===== config.mk =====
export PLATFORM = sky130hd
export DESIGN_NAME = mac_crypto_dp
export DESIGN_NICKNAME = d
export VERILOG_FILES = /design/src/rtl/macdp_pkg.sv /design/src/rtl/mdp_mult.sv /design/src/rtl/mdp_logic.sv /design/src/rtl/mdp_accum.sv /design/src/rtl/mac_crypto_dp.sv
export SDC_FILE = /design/constraint.sdc
export NUM_CORES = 1
export LEC_CHECK = 0
export BUFFER_PORTS_ARGS = -buffer_cell sky130_fd_sc_hd__clkbuf_2
export CAP_MARGIN = 0
export CORE_MARGIN = 2
export CORE_UTILIZATION = 40
export DETAILED_ROUTE_END_ITERATION = 6
export HOLD_SLACK_MARGIN = 0.12
export REMOVE_ABC_BUFFERS = 1
export SLEW_MARGIN = 20
export SYNTH_ARGS = -nofsm -noshare
export SYNTH_HDL_FRONTEND = slang
export SYNTH_SLANG_ARGS = --single-unit

===== constraint.sdc =====
create_clock -name clk -period 11.45 [get_ports clk]
set_clock_uncertainty 0.05 [all_clocks]
set_input_delay 1.7175 -clock clk [delete_from_list [all_inputs] [get_ports clk]]
set_output_delay 1.7175 -clock clk [all_outputs]
set_load 0.05 [all_outputs]

===== src/rtl/macdp_pkg.sv =====
package macdp_pkg;

    localparam int DP_WORD_W = 16;
    localparam int DP_ACC_W  = 40;
    localparam int DP_SEL_W  = $clog2(DP_WORD_W);

    typedef enum logic [3:0] {
        OP_NOP  = 4'd0,
        OP_CLR  = 4'd1,
        OP_MUL  = 4'd2,
        OP_MAC  = 4'd3,
        OP_ADD  = 4'd4,
        OP_SHR  = 4'd5,
        OP_SMAC = 4'd6,
        OP_AND  = 4'd7,
        OP_OR   = 4'd8,
        OP_XOR  = 4'd9,
        OP_BIT  = 4'd10
    } mdp_op_e;

    typedef enum logic [1:0] {
        BASE_ACC   = 2'd0,
        BASE_SHIFT = 2'd1,
        BASE_ZERO  = 2'd2
    } base_sel_e;

    typedef enum logic [1:0] {
        ADDEND_NONE = 2'd0,
        ADDEND_PROD = 2'd1,
        ADDEND_OPB  = 2'd2
    } addend_sel_e;

    typedef struct packed {
        base_sel_e   base;
        addend_sel_e addend;
        logic        cin_en;
        logic        use_logic;
    } mdp_ctrl_t;

    function automatic mdp_ctrl_t mdp_decode(input logic [3:0] op);
        mdp_ctrl_t c;
        c.base      = BASE_ACC;
        c.addend    = ADDEND_NONE;
        c.cin_en    = 1'b0;
        c.use_logic = 1'b0;
        case (op)
            OP_CLR:  c.base = BASE_ZERO;
            OP_MUL:  begin c.base = BASE_ZERO;  c.addend = ADDEND_PROD; end
            OP_MAC:  c.addend = ADDEND_PROD;
            OP_ADD:  begin c.addend = ADDEND_OPB; c.cin_en = 1'b1; end
            OP_SHR:  c.base = BASE_SHIFT;
            OP_SMAC: begin c.base = BASE_SHIFT; c.addend = ADDEND_PROD; end
            OP_AND, OP_OR, OP_XOR, OP_BIT: c.use_logic = 1'b1;
            default: ;
        endcase
        return c;
    endfunction

endpackage


===== src/rtl/mdp_mult.sv =====
module mdp_mult #(
    parameter int WORD_W = macdp_pkg::DP_WORD_W
) (
    input  logic [WORD_W-1:0]   a_i,
    input  logic [WORD_W-1:0]   b_i,
    output logic [2*WORD_W-1:0] prod_o
);
    localparam int PROD_W = 2 * WORD_W;

    always_comb begin
        prod_o = PROD_W'(a_i) * PROD_W'(b_i);
    end
endmodule


===== src/rtl/mdp_logic.sv =====
module mdp_logic
    import macdp_pkg::*;
#(
    parameter int WORD_W = DP_WORD_W,
    localparam int SEL_W = $clog2(WORD_W)
) (
    input  logic [3:0]        op_i,
    input  logic [WORD_W-1:0] a_i,
    input  logic [WORD_W-1:0] b_i,
    input  logic [SEL_W-1:0]  bsel_i,
    output logic [WORD_W-1:0] res_o
);
    always_comb begin
        case (op_i)
            OP_AND:  res_o = a_i & b_i;
            OP_OR:   res_o = a_i | b_i;
            OP_XOR:  res_o = a_i ^ b_i;
            OP_BIT:  res_o = {{(WORD_W-1){1'b0}}, a_i[bsel_i]};
            default: res_o = '0;
        endcase
    end
endmodule


===== src/rtl/mdp_accum.sv =====
module mdp_accum
    import macdp_pkg::*;
#(
    parameter int WORD_W = DP_WORD_W,
    parameter int ACC_W  = DP_ACC_W
) (
    input  logic [ACC_W-1:0]    acc_q_i,
    input  logic [2*WORD_W-1:0] prod_i,
    input  logic [WORD_W-1:0]   b_i,
    input  logic                cin_i,
    input  mdp_ctrl_t           ctrl_i,
    output logic [ACC_W-1:0]    acc_d_o
);
    localparam int PROD_W = 2 * WORD_W;

    logic [ACC_W-1:0] base;
    logic [ACC_W-1:0] addend;
    logic [ACC_W-1:0] sum1;

    always_comb begin
        case (ctrl_i.base)
            BASE_SHIFT: base = acc_q_i >> WORD_W;
            BASE_ZERO:  base = '0;
            default:    base = acc_q_i;
        endcase
    end

    always_comb begin
        case (ctrl_i.addend)
            ADDEND_PROD: addend = {{(ACC_W-PROD_W){1'b0}}, prod_i};
            ADDEND_OPB:  addend = {{(ACC_W-WORD_W){1'b0}}, b_i};
            default:     addend = '0;
        endcase
    end

    // first adder: base plus addend; second adder: carry-in
    always_comb begin
        sum1    = base + addend;
        acc_d_o = sum1 + {{(ACC_W-1){1'b0}}, cin_i & ctrl_i.cin_en};
    end
endmodule


===== src/rtl/mac_crypto_dp.sv =====
module mac_crypto_dp
    import macdp_pkg::*;
#(
    parameter int WORD_W = DP_WORD_W,
    parameter int ACC_W  = DP_ACC_W,
    localparam int SEL_W   = $clog2(WORD_W),
    localparam int GUARD_W = ACC_W - 2 * WORD_W
) (
    input  logic              clk,
    input  logic              rst,
    input  logic [3:0]        op_i,
    input  logic [WORD_W-1:0] a_i,
    input  logic [WORD_W-1:0] b_i,
    input  logic              cin_i,
    input  logic [SEL_W-1:0]  bit_sel_i,
    input  logic              hi_sel_i,
    output logic [WORD_W-1:0] out_a_o,
    output logic [WORD_W-1:0] out_b_o
);
    mdp_ctrl_t             ctrl;
    logic [2*WORD_W-1:0]   prod;
    logic [WORD_W-1:0]     logic_res;
    logic [ACC_W-1:0]      arith_d;
    logic [ACC_W-1:0]      acc_d;
    logic [ACC_W-1:0]      acc_q;

    always_comb ctrl = mdp_decode(op_i);

    mdp_mult #(.WORD_W(WORD_W)) u_mult (
        .a_i    (a_i),
        .b_i    (b_i),
        .prod_o (prod)
    );

    mdp_logic #(.WORD_W(WORD_W)) u_logic (
        .op_i   (op_i),
        .a_i    (a_i),
        .b_i    (b_i),
        .bsel_i (bit_sel_i),
        .res_o  (logic_res)
    );

    mdp_accum #(.WORD_W(WORD_W), .ACC_W(ACC_W)) u_accum (
        .acc_q_i (acc_q),
        .prod_i  (prod),
        .b_i     (b_i),
        .cin_i   (cin_i),
        .ctrl_i  (ctrl),
        .acc_d_o (arith_d)
    );

    always_comb begin
        if (ctrl.use_logic) acc_d = {{(ACC_W-WORD_W){1'b0}}, logic_res};
        else                acc_d = arith_d;
    end

    always_ff @(posedge clk) begin
        if (rst) acc_q <= '0;
        else     acc_q <= acc_d;
    end

    always_comb begin
        out_a_o = hi_sel_i ? acc_q[2*WORD_W-1:WORD_W] : acc_q[WORD_W-1:0];
        out_b_o = {{(WORD_W-GUARD_W){1'b0}}, acc_q[ACC_W-1:2*WORD_W]};
    end
endmodule


==> key figures <==
Final layout
  • Final standard cell count with taps included and fillers excluded: 2094
  • Register bank with the most flops: acc_q
  • Number of fill cells in the layout: 3319
  • Relative area change from synthesis to final layout: 5.235%
  • Fraction of layout instances using a drive strength above 1: 6.780%
  • Final instance area: 13810 um^2
  • Number of antenna repair diodes: 0
  • Final #Nets: 2061
  • Largest registers ranked by flip-flop count: acc_q x40
  • Number of flip-flops under the largest register name: 40

CTS
  • Clock tree from TritonCTS: done
  • Post-cts gate resize count: 0
  • Total clock buffers created by CTS: 5
  • Buffer levels on the longest clock path: 2
  • Cts-stage hold buffer count: 0
  • Clock transition at the register clock pins on the worst setup and hold paths after CTS: 0.06 ns
  • CTS HTree Levels: 2
  • Worst-skew pair later-pin latency: 0.29 ns
  • Post-CTS Repair Setup Buffers: 0
  • Cell at the root of the clock tree: sky130_fd_sc_hd__clkbuf_16
  • Number of clock sinks: 40

Synthesis
  • Number of library cell types mapped by synthesis: 61
  • Async S/R FF share, synth: 0%
  • Dominant combinational cell family by area after synthesis: adder cells
  • Top FF cell, synth: sky130_fd_sc_hd__dfxtp_1
  • Fraction of the mapped netlist area in adder cells: 46.11%
  • Post-Syn Area: 13120 um^2
  • Multiplexer fraction of the synthesized cell area: 2.231%
  • Main area contributors after synthesis: sky130_fd_sc_hd__fa_1, sky130_fd_sc_hd__ha_1, sky130_fd_sc_hd__inv_1, sky130_fd_sc_hd__dfxtp_1, sky130_fd_sc_hd__nand2_1
  • Cell types with the highest counts after synthesis: sky130_fd_sc_hd__inv_1, sky130_fd_sc_hd__nand2_1, sky130_fd_sc_hd__nor2_1, sky130_fd_sc_hd__fa_1, sky130_fd_sc_hd__ha_1
  • Synth top area share: 29.90%
  • Most instantiated library cell after synthesis: sky130_fd_sc_hd__inv_1
  • Number of flops mapped to enable cells by yosys: 0
  • Xor/xnor cell area share of the yosys netlist: 4.071%
  • Synthesized netlist cell count: 1659
  • Area leader, netlist: sky130_fd_sc_hd__fa_1
  • Mean post-synth cell area: 7.910 um^2
  • Fraction of the mapped netlist area in simple logic gates: 16.91%
  • Count of yosys warnings during synthesis: 0
  • Compound-cell area share of the yosys netlist: 13.30%
  • Flops & latches, synth: 40
  • Sequential area share after synthesis: 6.102%

Placement
  • Placed instance area: 13660 um^2
  • Placed wire-length estimate: 34080 um
  • Cell count after placement: 2086
  • Final weighted congestion of routability-driven global placement: 0.9532
  • Count of port buffers added during placement: 67

STA
  • Slew @ Worst Pin: 1.040 ns
  • Crit path time final: 10.25 ns
  • Setup repair after global routing missed its margin: false
  • Final-layout setup total negative slack: 0 ns
  • Share of the clock period used by the worst path: 89.54%
  • Slew Viols, Final: 0
  • Final number of hold-violating endpoints: 0
  • Worst hold slack across all endpoints: 0.5327 ns
  • Slew margin rel.: 30.58%
  • Setup violation total in the final timing report: 0
  • Maximum achievable frequency: 97.54 MHz

Min path
  • Count of cells along the worst hold path: 2
  • Type of the tightest min-delay check: flip-flop to flip-flop
  • Hold path endpoint: acc_q[39]
  • Hold path startpoint: acc_q[39]

Setup path
  • R2R Setup Slk: 8.06 ns
  • Most repeated library cell on the critical path: sky130_fd_sc_hd__fa_1
  • Kind of critical path: primary input to flip-flop
  • Critical Path Fanout Max: 10
  • Required time of the worst setup path: 11.58 ns
  • Worst R2R Start: acc_q[16]
  • End of the worst register-to-register path: acc_q[36]
  • CP max stage cell: sky130_fd_sc_hd__fa_1
  • Endpoint type of the worst setup path: flip-flop
  • Data arrival time of the critical path: 10.38 ns
  • Critical Path Source Type: primary input
  • Delay contributed by the slowest stage of the critical path: 0.56 ns
  • Reg2reg path depth: 11

Die
  • CORE AREA: 32450 um^2
  • Effective utilization at floorplan: 40.43%
  • DIE AREA: 34270 um^2
  • Vertical die dimension: 185.1 um
  • Number of placed I/O pins: 76
  • Placement Rows: 66
  • Horizontal die dimension: 185.1 um

Power
  • Leakage power: 6.948 nW
  • Maximum resistive drop on vdd: 0.2976 mV
  • Overall power: 0.003907 W
  • Pwr per Cell Area: 282.9 nW/um^2

GRT
  • Total global routing track utilization: 24.99%
  • Maximum number of pins on one net before global-route repair: 46
  • Number of global-route vias before repair: 11700
  • Grt total ovfl: 0
  • Antenna violations before repair: 0
  • Global-route wire length before repair: 64840 um

Detailed routing
  • Number of detailed-route iterations in the first pass: 7
  • Number of DRC markers after the initial detailed-route iteration: 913
  • Total routed wirelength: 41050 um
  • Via/cell ratio: 5.418
  • ANT nets after route: 0
  • Average detailed-routed wire length per instance: 19.60 um
  • DRC viols: 0
  • DR vias: 11350

Run
  • # Max-Cap Violations: 0

Outcome
  • Result of the run: finished, final reports clean
per-layer routing:
| layer | vias up | global-route usage [%] | part of all wire, % |
|---|---|---|---|
| met4 | 0 | 9.746 | 4.3 |
| met3 | 92 | 3.382 | 5.6 |
| met2 | 376 | 40.79 | 46 |
| met5 | - | 0 | 0 |
| li1 | 5259 | - | - |
| met1 | 5618 | 33.61 | 44 |
cell type report:
type                            instances  area, um^2  share of cell area, %
Multi-Input combinational cell       1251       10870                  78.74
Inverter                              281        1055                  7.638
Sequential cell                        40       800.8                  5.799
Tap cell                              442       553.0                  4.005
Timing Repair Buffer                   72       372.9                  2.700
Clock buffer                            6       138.9                  1.006
Clock inverter                          2       15.01                 0.1087
metrics by stage:
step,util [%],worst slack [ns]
floorplan,-,2.479
global placement,42.08,1.134
detailed placement,42.08,1.080
CTS,42.55,1.377
global route,42.55,0.7908
finish,42.55,1.197
layout by cell type, fill, tap and decap left out, types with 9 or more instances in the layout:
cell,count
sky130_fd_sc_hd__nand4_1,17
sky130_fd_sc_hd__ha_1,170
sky130_fd_sc_hd__xor2_1,26
sky130_fd_sc_hd__nor3_1,12
sky130_fd_sc_hd__clkbuf_2,67
sky130_fd_sc_hd__fa_1,196
sky130_fd_sc_hd__a21o_1,25
sky130_fd_sc_hd__dfxtp_1,40
sky130_fd_sc_hd__nand3_1,15
sky130_fd_sc_hd__o21ai_0,53
sky130_fd_sc_hd__a21oi_1,88
sky130_fd_sc_hd__clkinv_1,9
sky130_fd_sc_hd__xnor2_1,35
sky130_fd_sc_hd__nor2_1,207
sky130_fd_sc_hd__a22oi_1,25
sky130_fd_sc_hd__nand2b_1,15
sky130_fd_sc_hd__mux2_2,16
sky130_fd_sc_hd__nor2b_1,10
sky130_fd_sc_hd__inv_1,272
sky130_fd_sc_hd__a22o_1,16
sky130_fd_sc_hd__and2_1,16
sky130_fd_sc_hd__nand2_1,210
logic make-up (layout without fill, tap and decap cells):
kind of cell	count (synthesis)	count (layout)
compound gates	271	271
xor+xnor	61	61
fa+ha+maj	366	366
buf+inv	375	361
flops	40	40
mux	21	21
other cells	1	8
simple gates	524	524
worst max-delay path by stage:
stage,startpoint,end,slack [ns],cells past startpoint
5_1_grt,b_i[14],acc_q[31],0.79,29
3_5_place_dp,b_i[14],acc_q[39],1.08,29
2_1_floorplan,b_i[4],acc_q[39],2.48,29
4_1_cts,b_i[14],acc_q[39],1.38,29
3_3_place_gp,b_i[14],acc_q[39],1.13,29
6_report,b_i[14],acc_q[39],1.20,29
worst max-delay path, delay by kind of cell:
kind,cells,cell delay (ns)
and+or+nand+nor,10,2.16
xor gates and xnor gates,2,0.32
AOI/OAI and AO/OA,5,1.57
buffers and inverters,4,0.87
adders and majority gates,8,3.74
power by group:
group          internal, W  leakage, nW  switching (W)  total [W]
clock            0.0000867       0.0691      0.0000613   0.000148
sequential        0.000155        0.324      0.0000115   0.000166
combinational      0.00140         6.56        0.00219    0.00359
total              0.00164         6.95        0.00226    0.00391
Power figures use the tool's default switching activity.
